**src/rtl/dma_irq_pkg.sv**
```systemverilog
package dma_irq_pkg;
   localparam int NIB_W    = 4;
   localparam int NIB_SUM  = 0;
   localparam int NIB_DONE = 1;
   localparam int NIB_HALF = 2;
   localparam int NIB_ERR  = 3;

   typedef enum logic [1:0] {
      SZ_BYTE = 2'd0,
      SZ_HALF = 2'd1,
      SZ_WORD = 2'd2
   } acc_size_e;

   typedef struct packed {
      logic err;
      logic half;
      logic done;
   } ch_flags_t;
endpackage

```
**src/rtl/dma_irq_chan.sv**
```systemverilog
module dma_irq_chan
   import dma_irq_pkg::*;
(
   input  logic            clk,
   input  logic            rst_n,
   input  ch_flags_t       set_i,
   input  ch_flags_t       clr_i,
   input  ch_flags_t       en_i,
   output logic [NIB_W-1:0] nibble_o,
   output logic            irq_o
);
   ch_flags_t flg_q;

   always_ff @(posedge clk) begin
      if (!rst_n) begin
         flg_q <= '0;
      end else begin
         flg_q <= set_i | (flg_q & ~clr_i);
      end
   end

   always_comb begin
      nibble_o           = '0;
      nibble_o[NIB_SUM]  = |flg_q;
      nibble_o[NIB_DONE] = flg_q.done;
      nibble_o[NIB_HALF] = flg_q.half;
      nibble_o[NIB_ERR]  = flg_q.err;
   end

   assign irq_o = |(flg_q & en_i);

   // a pulse always leaves its flag set, even against a clear
   assert_set_sticks_R10: assert property (@(posedge clk) disable iff (!rst_n)
      set_i.done |=> nibble_o[NIB_DONE]);
   assert_set_half_R2: assert property (@(posedge clk) disable iff (!rst_n)
      set_i.half |=> nibble_o[NIB_HALF]);
   // a clear with no competing pulse drops the flag
   assert_clear_err_R5: assert property (@(posedge clk) disable iff (!rst_n)
      (clr_i.err && !set_i.err) |=> !nibble_o[NIB_ERR]);
endmodule

```
**src/rtl/dma_irq_regif.sv**
```systemverilog
module dma_irq_regif
   import dma_irq_pkg::*;
#(
   parameter int NUM_CH     = 7,
   parameter int DATA_W     = 32,
   parameter int ADDR_W     = 4,
   parameter int STATUS_OFS = 0,
   parameter int CLEAR_OFS  = 4
) (
   input  logic                    clk,
   input  logic                    rst_n,
   input  logic                    bus_sel,
   input  logic                    bus_wr,
   input  logic [ADDR_W-1:0]       bus_addr,
   input  logic [1:0]              bus_size,
   input  logic                    bus_priv,
   input  logic [DATA_W-1:0]       bus_wdata,
   input  logic [NUM_CH-1:0]       ch_priv,
   input  logic [NUM_CH*NIB_W-1:0] status_raw,
   output logic [NUM_CH*NIB_W-1:0] clr_vec,
   output logic [DATA_W-1:0]       bus_rdata
);
   localparam int USED_W = NUM_CH * NIB_W;

   logic word_ok, rd_status, wr_clear;
   logic [DATA_W-1:0] visible;

   assign word_ok   = (bus_size == SZ_WORD);
   assign rd_status = bus_sel && !bus_wr && word_ok
                      && (bus_addr == ADDR_W'(STATUS_OFS));
   assign wr_clear  = bus_sel && bus_wr && word_ok
                      && (bus_addr == ADDR_W'(CLEAR_OFS));

   for (genvar c = 0; c < NUM_CH; c++) begin : g_ch
      logic may_touch;
      assign may_touch = bus_priv || !ch_priv[c];
      assign clr_vec[c*NIB_W +: NIB_W] =
         (wr_clear && may_touch) ? bus_wdata[c*NIB_W +: NIB_W] : '0;
      assign visible[c*NIB_W +: NIB_W] =
         may_touch ? status_raw[c*NIB_W +: NIB_W] : '0;
   end

   if (USED_W < DATA_W) begin : g_pad
      logic unused_wdata_hi;
      assign visible[DATA_W-1:USED_W] = '0;
      assign unused_wdata_hi = ^bus_wdata[DATA_W-1:USED_W];
   end

   assign bus_rdata = rd_status ? visible : '0;

   // reserved bits above the last channel read zero
   assert_reserved_zero_R3: assert property (@(posedge clk) disable iff (!rst_n)
      bus_rdata[DATA_W-1:USED_W] == '0);
   // non-word accesses neither clear nor return data
   assert_nonword_inert_R9: assert property (@(posedge clk) disable iff (!rst_n)
      (bus_sel && bus_size != SZ_WORD) |-> (clr_vec == '0 && bus_rdata == '0));
   // an unprivileged write never produces a clear for a privileged channel
   for (genvar c = 0; c < NUM_CH; c++) begin : g_chk
      assert_priv_clear_R7: assert property (@(posedge clk) disable iff (!rst_n)
         (!bus_priv && ch_priv[c]) |-> clr_vec[c*NIB_W +: NIB_W] == '0);
   end
endmodule

```
**src/rtl/dma_irq_status.sv**
```systemverilog
module dma_irq_status
   import dma_irq_pkg::*;
#(
   parameter int NUM_CH     = 7,
   parameter int DATA_W     = 32,
   parameter int ADDR_W     = 4,
   parameter int STATUS_OFS = 0,
   parameter int CLEAR_OFS  = 4
) (
   input  logic              clk,
   input  logic              rst_n,
   input  logic [NUM_CH-1:0] ev_done,
   input  logic [NUM_CH-1:0] ev_half,
   input  logic [NUM_CH-1:0] ev_err,
   input  logic [NUM_CH-1:0] ie_done,
   input  logic [NUM_CH-1:0] ie_half,
   input  logic [NUM_CH-1:0] ie_err,
   input  logic [NUM_CH-1:0] ch_priv,
   input  logic              bus_sel,
   input  logic              bus_wr,
   input  logic [ADDR_W-1:0] bus_addr,
   input  logic [1:0]        bus_size,
   input  logic              bus_priv,
   input  logic [DATA_W-1:0] bus_wdata,
   output logic [DATA_W-1:0] bus_rdata,
   output logic [NUM_CH-1:0] irq
);
   localparam int USED_W = NUM_CH * NIB_W;

   if (NUM_CH < 1 || USED_W > DATA_W) begin : g_bad_ch
      $error("dma_irq_status: NUM_CH*4 must fit in DATA_W");
   end
   if (STATUS_OFS == CLEAR_OFS || (1 << ADDR_W) <= CLEAR_OFS
       || (1 << ADDR_W) <= STATUS_OFS) begin : g_bad_ofs
      $error("dma_irq_status: register offsets must differ and fit ADDR_W");
   end

   logic [USED_W-1:0] status_raw;
   logic [USED_W-1:0] clr_vec;

   dma_irq_regif #(
      .NUM_CH(NUM_CH), .DATA_W(DATA_W), .ADDR_W(ADDR_W),
      .STATUS_OFS(STATUS_OFS), .CLEAR_OFS(CLEAR_OFS)
   ) u_regif (
      .clk       (clk),
      .rst_n     (rst_n),
      .bus_sel   (bus_sel),
      .bus_wr    (bus_wr),
      .bus_addr  (bus_addr),
      .bus_size  (bus_size),
      .bus_priv  (bus_priv),
      .bus_wdata (bus_wdata),
      .ch_priv   (ch_priv),
      .status_raw(status_raw),
      .clr_vec   (clr_vec),
      .bus_rdata (bus_rdata)
   );

   for (genvar c = 0; c < NUM_CH; c++) begin : g_ch
      ch_flags_t set_s, clr_s, en_s;
      logic [NIB_W-1:0] cn;
      logic             cg;

      assign cn = clr_vec[c*NIB_W +: NIB_W];
      assign cg = cn[NIB_SUM];
      assign set_s = '{err: ev_err[c], half: ev_half[c], done: ev_done[c]};
      assign en_s  = '{err: ie_err[c], half: ie_half[c], done: ie_done[c]};
      assign clr_s = '{err:  cn[NIB_ERR]  | cg,
                       half: cn[NIB_HALF] | cg,
                       done: cn[NIB_DONE] | cg};

      dma_irq_chan u_chan (
         .clk     (clk),
         .rst_n   (rst_n),
         .set_i   (set_s),
         .clr_i   (clr_s),
         .en_i    (en_s),
         .nibble_o(status_raw[c*NIB_W +: NIB_W]),
         .irq_o   (irq[c])
      );

      // no interrupt without a stored event on the channel
      assert_irq_needs_flag_R4: assert property (@(posedge clk) disable iff (!rst_n)
         irq[c] |-> status_raw[c*NIB_W + NIB_SUM]);
      // a global clear from a permitted write empties the channel
      assert_global_clear_R6: assert property (@(posedge clk) disable iff (!rst_n)
         (cg && !ev_done[c] && !ev_half[c] && !ev_err[c])
         |=> status_raw[c*NIB_W +: NIB_W] == '0);
      // an unprivileged write leaves a privileged channel's flags set
      assert_priv_keep_R7: assert property (@(posedge clk) disable iff (!rst_n)
         (bus_sel && bus_wr && !bus_priv && ch_priv[c]
          && status_raw[c*NIB_W + NIB_DONE]) |=> status_raw[c*NIB_W + NIB_DONE]);
   end
endmodule

```
**config.mk**
```make
export PLATFORM = sky130hd
export DESIGN_NAME = dma_irq_status
export DESIGN_NICKNAME = d
export VERILOG_FILES = /design/src/rtl/dma_irq_pkg.sv /design/src/rtl/dma_irq_chan.sv /design/src/rtl/dma_irq_regif.sv /design/src/rtl/dma_irq_status.sv
export SDC_FILE = /design/constraint.sdc
export NUM_CORES = 1
export LEC_CHECK = 0
export ABC_AREA = 1
export BUFFER_PORTS_ARGS = -buffer_cell sky130_fd_sc_hd__clkbuf_2
export CAP_MARGIN = 20
export CELL_PAD_IN_SITES_DETAIL_PLACEMENT = 1
export CELL_PAD_IN_SITES_GLOBAL_PLACEMENT = 1
export CORE_ASPECT_RATIO = 1.4
export CORE_MARGIN = 4
export CORE_UTILIZATION = 27
export CTS_CLUSTER_SIZE = 8
export DETAILED_ROUTE_END_ITERATION = 8
export PLACE_DENSITY_LB_ADDON = 0.1
export SETUP_SLACK_MARGIN = 0.2
export SLEW_MARGIN = 20
export SYNTH_ARGS = -nofsm -noshare
export SYNTH_HDL_FRONTEND = slang
export SYNTH_HIERARCHICAL = 1
export SYNTH_SLANG_ARGS = --single-unit
```
**constraint.sdc**
```tcl
create_clock -name clk -period 2.2 [get_ports clk]
set_input_delay 0 -clock clk [delete_from_list [all_inputs] [get_ports clk]]
set_output_delay 0 -clock clk [all_outputs]
set_load 0.02 [all_outputs]
```
==> results.md, run 1 <==
* Final period utilization at 59.93%
* CTS resizes at 0
* CP peak stage delay at 0.58 ns
* Cell count after synthesis at 357
* Vias in the first global route at 2472
* Ys Warns at 6
* # port buffers at 122
* Sink Count at 21
* Gr ovfl total at 0
* Worst r2r src: g_ch[0].u_chan/nibble_o[3]
* FFs w/ async S/R, synth at 0%
* Worst setup EP type: register
* Setup Skew at 0 ns
* WL per Instance at 10.61 um
* Overall Global Routing Usage at 15.50%
* Final hold slack at 0.1304 ns
* Hold path cells at 3
* Post-route cell area at 2781 um^2
* Top delay family on crit path: simple AND/OR/NAND/NOR gates
* ANT cells at 0
* Most common cell on crit path: nand2_1
* Largest net degree at the start of global routing at 29
* DRT Wirelength at 6.293 mm
* Die area at 8221 um^2
* Data required, critical path at 2.36 ns
* Max_cap viols at 0
* Slew Limit Fails at 0
* Post-DP HPWL at 5.291 mm
* Slowest cell on crit path: nor2_1
* Slew @ Worst Pin at 0.7564 ns
* Max Clk Rate at 0.7584 GHz
* Top-count cell post-synth: inv_1
* First-pass GRT wire length at 10.49 mm
* Synth top area share at 22.84%
* FILL cells at 967
* Initial antenna violation count at 0
* Initial DRT Pass Iterations at 4
* Buffers & Inverters on Critical Path at 4
* Hold Vio Cnt, Final at 0
* Die Y at 105.7 um
* Seq/Total Area, Yosys at 22.84%
* Final Setup Violations at 0
* Clock slew at reported path FFs at 0.08 ns
* Initial DRC Count at 38
* Area grow syn2layout at 51.12%
* Unique cell type count in the Yosys netlist at 14
* CP Cell Sequence: clkbuf_2 -> inv_1 -> nand2_1 -> nor2_1 -> nand3_1 -> nor2_1 -> inv_2 -> nand2_1 -> inv_1 -> nand2_1 -> a21oi_1
* Post-synth top cells: inv_1, nand2_1, nor2_1, a21oi_1, dfxtp_1
* Residual DRC at 0
* EDFF count, synth at 0
* Cell depth of the worst flop-to-flop path at 2
* Clock Tree Root: clkbuf_8
* Nets at 594
* Via count at 2420
* Critical Path Fanout Max at 7
* Status: finished, final reports clean
* Via/cell ratio at 4.081
* Clock Path Buffers at 2
* Primary FF master, synth: dfxtp_1
* Average cell area after synthesis at 5.156 um^2
* I/O pins at 131
* Relative slew margins at 49.39%
* # H-tree levels at 1
* DP Area at 2525 um^2
* RSZ-0062 raised after global routing: no
* Fraction of layout cells with a size suffix above 1 at 31.34%
* Fin util at 42.06%
* Crit path launch type: primary input
* Worst Setup SP: bus_addr[3]
* Placer Congestion at 0.7364
* Power Density at 351.5 nW/um^2
* Initial core utilization at 27.83%
* CTS tree: done
* Synth area leaders: dfxtp_1, inv_1, nand2_1
* Worst endpoint data arrival time at 1.48 ns
* Clock buffer count from CTS at 3
* Peak VDD IR at 0.1640 mV
* Hold WC Path Type: in2reg
* Max FFs per register at 21
* Floorplan row count at 35
* Tmin final at 1.319 ns
* Die outline width at 77.78 um
* HP Start: rst_n
* Antenna violation net count after detailed routing at 0
* Crit Path Category: in2reg
* Skew-Pair Late Insertion Delay at 0.26 ns
* Dominant cell type by area after synthesis: dfxtp_1
* Core footprint at 6613 um^2
* Yosys reg bits at 21
* Fin Setup TNS at 0 ns
* Syn Std Cell Area at 1841 um^2
* WP depth at 11
* Leak pwr at 0.001769 uW
final cells by class:
type	count	area [um^2]	share of cell area (%)
tap	92	115.1	4.139
clock inverter	1	5.005	0.1799
timing repair buffer	143	820.8	29.51
clock buffer	3	41.29	1.484
multi-input combinational	215	935.9	33.65
inverter	118	442.9	15.92
sequential	21	420.4	15.11
worst paths after layout:
check,end,slack (ns)
worst min register to register,g_ch[0].u_chan/nibble_o[1],0.50
worst max-delay path,g_ch[6].u_chan/nibble_o[3],0.88
worst min-delay path,g_ch[4].u_chan/nibble_o[3],0.13
worst max register to register,g_ch[0].u_chan/nibble_o[3],1.54
report_power, final:
part	switching (uW)	internal [uW]	total, uW
registers	29.6	408	437
clock network	136	126	262
logic	143	136	278
total	308	670	978
metal layers:
| metal | GRT usage [%] | part of all wire, % | vias up |
|---|---|---|---|
| li1 | - | - | 1269 |
| met1 | 15.73 | 36 | 1078 |
| met2 | 31.62 | 56 | 71 |
| met3 | 2.479 | 6.7 | 2 |
| met4 | 3.817 | 0.75 | 0 |
| met5 | 0 | 0 | - |
cell families (layout without fill, tap and decap cells):
kind of cell           after synthesis  count (layout)  synth area share [%]
AO/OA/AOI/OAI                       21              21                 5.710
buffers and inverters              124             265                 26.92
flip-flops                          21              21                 22.84
other                                1               4                0.2037
AND/OR/NAND/NOR                    190             190                 44.32
cells in the final DEF (no fill, tap or decap), types with 2 or more instances in the layout:
| cell | count |
|---|---|
| a21oi_1 | 21 |
| clkbuf_8 | 3 |
| dlygate4sd3_1 | 21 |
| conb_1 | 4 |
| clkbuf_2 | 122 |
| inv_1 | 111 |
| nor2_2 | 20 |
| nand3_1 | 14 |
| dfxtp_1 | 21 |
| nand2_1 | 107 |
| nor2_1 | 45 |
| nand2_2 | 2 |
| inv_2 | 7 |
stage by stage:
| stage | setup slack (ns) | total power, uW | std cells |
|---|---|---|---|
| after global routing | 0.6748 | 1050 | 593 |
| after floorplan | 1.217 | 581.1 | 360 |
| final | 0.8814 | 977.7 | 593 |
| after global placement | 0.6452 | 691.5 | 568 |
| after CTS | 0.8832 | 1001 | 593 |
| after detailed placement | 0.5994 | 699.6 | 568 |
timing repair:
| action | in CTS | in global routing |
|---|---|---|
| hold buffers | 21 | 0 |
| endpoints found under the setup margin | 0 | 0 |
| hold endpoints to repair | 21 | 0 |
| buffers inserted | 0 | 0 |
worst register-to-register path, delay by kind of cell (launching register included):
family          cells  cell delay [ns]
compound gates      1             0.12
flops               1             0.39
simple gates        1             0.08
Note: power is estimated with default switching activity, not from simulation.
==> run 2: changes to the inputs <==
--- a/config.mk
+++ b/config.mk
@@ -12,7 +12,7 @@
 export CELL_PAD_IN_SITES_GLOBAL_PLACEMENT = 1
 export CORE_ASPECT_RATIO = 1.4
 export CORE_MARGIN = 4
-export CORE_UTILIZATION = 27
+export CORE_UTILIZATION = 22
 export CTS_CLUSTER_SIZE = 8
 export DETAILED_ROUTE_END_ITERATION = 8
 export PLACE_DENSITY_LB_ADDON = 0.1
==> constraint.sdc (replaced) <==
create_clock -name clk -period 1.15 [get_ports clk]
set_input_delay 0 -clock clk [delete_from_list [all_inputs] [get_ports clk]]
set_output_delay 0 -clock clk [all_outputs]
set_load 0.02 [all_outputs]
==> results.md, run 2 (synthesis gave the netlist of run 1 again) <==
* Clock Path Buffers at 2
* Hold path cells at 3
* Gr ovfl total at 0
* Most frequent cells in the layout: inv_1, nand2_1, clkbuf_2
* RR Endpoint: g_ch[4].u_chan/nibble_o[2]
* Area grow syn2layout at 108.6%
* Pint at 1651 uW
* Worst endpoint data arrival time at 1.06 ns
* Largest net degree at the start of global routing at 13
* Antenna violation net count after detailed routing at 0
* Initial DRC Count at 24
* DRT Wirelength at 7.531 mm
* Total Power at 2370 uW
* Initial DRT Pass Iterations at 3
* First-pass GRT wire length at 11.84 mm
* Max_cap viols at 0
* # port buffers at 122
* Tmin final at 1.059 ns
* Hold Path End: g_ch[4].u_chan/nibble_o[3]
* Die Y at 116.2 um
* Fin util at 47.11%
* Power Density at 617.4 nW/um^2
* HP Start: rst_n
* Initial antenna violation count at 0
* Worst setup EP type: primary output
* # H-tree levels at 1
* CTS tree: done
* Max Clk Rate at 0.9447 GHz
* Net Sw Frac at 30.34%
* Residual DRC at 0
* Die outline width at 85.30 um
* Floorplan row count at 39
* Overall Global Routing Usage at 14.45%
* Initial core utilization at 22.59%
* Clock Tree Root: clkbuf_16
* Placer Congestion at 0.7739
* Worst r2r src: g_ch[4].u_chan/nibble_o[2]
* Clock slew at reported path FFs at 0.06 ns
* Skew-Pair Late Insertion Delay at 0.25 ns
* Via/cell ratio at 4.047
* Leak pwr at 0.002096 uW
* Nets at 624
* Crit Path Category: reg2out
* Data required, critical path at 1.15 ns
* Psw at 719.1 uW
* Via count at 2562
* WL per Instance at 11.90 um
* Setup Skew at 0 ns
* Combinational Power Share at 32.9%
* Vias in the first global route at 2716
* Core footprint at 8149 um^2
* Max FFs per register at 21
* R2r setup slk at 0.37 ns
* RSZ-0062 raised after global routing: yes
* Fraction of layout cells with a size suffix above 1 at 49.15%
* Cell depth of the worst flop-to-flop path at 4
* Status: finished, final reports clean
* Pre-CTS setup slack at -0.02270 ns
* Slew Limit Fails at 0
* Die area at 9914 um^2
* FILL cells at 1089
* ANT cells at 0
* Seq pwr share at 35.6%
* I/O pins at 131
* Clock buffer count from CTS at 3
* Post-DP HPWL at 5.760 mm
* Sink Count at 21
* Final period utilization at 92.05%
* Final Setup Violations at 0
* Commonest non-fill, non-tap cell in the layout: inv_1
* Hold WC Path Type: in2reg
* Hold Vio Cnt, Final at 0
* Peak VDD IR at 0.4780 mV
* PnR worst setup slack at 0.09142 ns
* Critical Path Fanout Max at 4
* Crit path launch type: register
* Clock network power share at 31.5%
run 2: changes by cell type in the layout (fill, tap and decap cells not counted), sizes merged:
cell    delta
clkinv     -1
buf       +64
clkbuf    -33
run 2: worst max path at each step:
stage                                          start                          to  cells after the start
after detailed placement                 bus_size[0]  g_ch[4].u_chan/nibble_o[2]                     11
after CTS                 g_ch[6].u_chan/nibble_o[3]               bus_rdata[24]                      5
final                     g_ch[5].u_chan/nibble_o[3]               bus_rdata[20]                      5
after floorplan                          bus_addr[3]  g_ch[0].u_chan/nibble_o[2]                     10
after global placement                   bus_size[0]  g_ch[4].u_chan/nibble_o[1]                     11
after global routing                     bus_size[0]               bus_rdata[20]                      8
run 2: per-layer routing:
metal | up-vias | track usage (%) | share of wire (%) | routed length (um)
li1 | 1333 | - | - | -
met1 | 1136 | 15.69 | 36 | 2698
met2 | 82 | 28.68 | 57 | 4283
met3 | 11 | 1.835 | 5.4 | 405
met4 | 0 | 4.329 | 1.9 | 143
met5 | - | 0 | 0 | 0
run 2: worst max-delay path, stage by stage, from the launching register on:
cell and delay [ns]:
dfxtp_4 0.37, inv_1 0.04, nand2_1 0.06, nand2_1 0.07, nor2_2 0.11, clkbuf_8 0.15
run 2: cell type report:
cell class | instances | area, um^2 | area share (%)
repair buffers | 173 | 1424 | 37.09
multi-input cells | 215 | 1286 | 33.51
flip-flops and latches | 21 | 476.7 | 12.42
inverters | 118 | 445.4 | 11.60
well taps | 102 | 127.6 | 3.325
clock buffers | 4 | 78.83 | 2.053
run 2: per-stage QoR:
stage / hold slack, ns / instances / instance area, um^2 / setup TNS [ns]
2_1_floorplan: 0.1323 / 360 / 1854 / 0
3_3_place_gp: 0.2229 / 589 / 2635 / -0.03786
3_5_place_dp: 0.2288 / 589 / 2635 / -0.08324
4_1_cts: 0.1610 / 629 / 3326 / 0
5_1_grt: 0.1835 / 633 / 3839 / 0
6_report: 0.1497 / 633 / 3839 / 0
run 2: timing repair:
item	in CTS	in global routing
setup buffers	14	3
pin swaps	20	17
endpoints found under the hold margin	21	0
endpoints found under the setup margin	35	56
gates resized for setup	86	153
hold buffers	21	0
cloned	1	1
run 2: power by group through the flow:
stage | Sequential, uW | Combinational, uW | Clock, uW
finish | 843 | 780 | 747
global route | 854 | 862 | 813
CTS | 850 | 659 | 780
detailed placement | 859 | 505 | 0
global placement | 859 | 495 | 0
floorplan | 836 | 277 | 0
==> run 3: changes to the inputs <==
--- a/config.mk
+++ b/config.mk
@@ -7,11 +7,11 @@
 export LEC_CHECK = 0
 export ABC_AREA = 1
 export BUFFER_PORTS_ARGS = -buffer_cell sky130_fd_sc_hd__clkbuf_2
-export CAP_MARGIN = 20
+export CAP_MARGIN = 30
 export CELL_PAD_IN_SITES_DETAIL_PLACEMENT = 1
 export CELL_PAD_IN_SITES_GLOBAL_PLACEMENT = 1
 export CORE_ASPECT_RATIO = 1.4
-export CORE_MARGIN = 4
+export CORE_MARGIN = 8
 export CORE_UTILIZATION = 22
 export CTS_CLUSTER_SIZE = 8
 export DETAILED_ROUTE_END_ITERATION = 8
==> results.md, run 3 (synthesis gave the netlist of run 1 again) <==
* Vias in the first global route at 2849
* RSZ-0062 raised after global routing: yes
* CTS tree: done
* First-pass GRT wire length at 13.31 mm
* Worst endpoint data arrival time at 1.03 ns
* Largest net degree at the start of global routing at 12
* Die Y at 124.2 um
* Die outline width at 93.30 um
* Final Setup Violations at 0
* Via count at 2567
* Initial DRC Count at 46
* Antenna violation net count after detailed routing at 0
* ANT cells at 0
* Residual DRC at 0
* Floorplan row count at 39
* Final period utilization at 89.75%
* Clock Tree Root: clkbuf_16
* Gr ovfl total at 0
* # H-tree levels at 1
* Power Density at 636.5 nW/um^2
* Overall Global Routing Usage at 13.95%
* Peak VDD IR at 0.4493 mV
* Clock Path Buffers at 2
* Post-DP HPWL at 6.161 mm
* Initial core utilization at 22.59%
* Sink Count at 21
* Skew-Pair Late Insertion Delay at 0.25 ns
* # port buffers at 122
* Initial antenna violation count at 0
* Max FFs per register at 21
* Core footprint at 8149 um^2
* Hold Vio Cnt, Final at 0
* Clock buffer count from CTS at 3
* I/O pins at 131
* Most frequent cells in the layout: inv_1, nand2_1, clkbuf_2
* PnR worst setup slack at 0.1179 ns
* Placer Congestion at 0.7479
* Die area at 11590 um^2
* Setup Skew at 0 ns
* Leak pwr at 0.002085 uW
* Crit path launch type: register
* Clock slew at reported path FFs at 0.06 ns
* Status: finished, final reports clean
* FILL cells at 1073
* Data required, critical path at 1.15 ns
* Critical Path Fanout Max at 4
* WL per Instance at 12.78 um
* Slew Limit Fails at 0
* Area grow syn2layout at 103.3%
* Initial DRT Pass Iterations at 5
* Hold WC Path Type: in2reg
* Fin Setup TNS at 0 ns
* DRT Wirelength at 8.088 mm
* Commonest non-fill, non-tap cell in the layout: inv_1
* Nets at 624
* Max_cap viols at 0
* Tmin final at 1.032 ns
* Worst setup EP type: primary output
* Pre-CTS setup slack at -0.05050 ns
* Fraction of layout cells with a size suffix above 1 at 48.96%
* Via/cell ratio at 4.055
* Crit Path Category: reg2out
* Max Clk Rate at 0.9689 GHz
==> run 3: cell count changes in the layout (fill, tap and decap cells not counted), moves of 2 or more <==
cell	previous run	this run
inv_1	107	105
nand2_4	5	3
nor2_4	25	15
buf_6	30	10
nand3_1	2	0
clkbuf_8	2	12
nand3_2	6	12
buf_4	16	21
buf_12	1	3
nor2_2	14	20
nand3_4	7	3
nor2_1	26	30
clkbuf_4	0	3
==> run 3: critical path, stage by stage, from the launching register on <==
cell and delay, ns:
dfxtp_4 0.37, nor2_4 0.04, nand2_2 0.06, nand2_2 0.06
nor2_4 0.12, buf_8 0.12
==> run 3: timing repair <==
item,in CTS,in global routing
gates cloned,1,0
setup endpoints to repair,35,56
resized for setup,139,62
pin swaps,24,16
setup buffers,16,2
endpoints found under the hold margin,21,0
hold buffers,21,0
==> run 3: layout make-up <==
class | instances | area (um^2) | share of cell area [%]
Clock buffer | 4 | 78.83 | 2.106
Tap cell | 102 | 127.6 | 3.410
Timing Repair Buffer | 173 | 1416 | 37.85
Sequential cell | 21 | 476.7 | 12.74
Inverter | 118 | 449.2 | 12.00
Multi-Input combinational cell | 215 | 1194 | 31.90
==> run 3: per-stage QoR <==
step,power [uW],instances,utilization (%),cell area (um^2),hold WS (ns)
after detailed placement,1370,589,32.49,2648,0.2288
final,2382,633,45.92,3742,0.1556
after CTS,2373,631,43.57,3551,0.1697
after global routing,2539,633,45.92,3742,0.2006
after global placement,1361,589,32.49,2648,0.2212
after floorplan,1113,360,-,1854,0.1323
==> run 3: where the power goes <==
part           internal (uW)  switching, uW  total [uW]
Sequential               781           65.5         846
Combinational            414            363         776
Clock                    473            287         760
==> run 3: routing by layer <==
layer | share of wire [%] | global-route usage, % | wire length (um)
met3 | 6.9 | 3.317 | 556
met4 | 1.0 | 3.238 | 82
met1 | 37 | 13.98 | 2985
met2 | 55 | 27.19 | 4465
met5 | 0 | 0 | 0
==> run 3: worst paths after layout <==
kind                                                 start                         end  slack (ns)  depth (start not counted)
worst max-delay path            g_ch[5].u_chan/nibble_o[2]               bus_rdata[20]        0.12                          5
worst min-delay path                                 rst_n  g_ch[1].u_chan/nibble_o[1]        0.16                          3
worst max register to register  g_ch[2].u_chan/nibble_o[2]  g_ch[2].u_chan/nibble_o[2]        0.35                          4
worst min register to register  g_ch[4].u_chan/nibble_o[2]  g_ch[4].u_chan/nibble_o[2]        0.48                          2
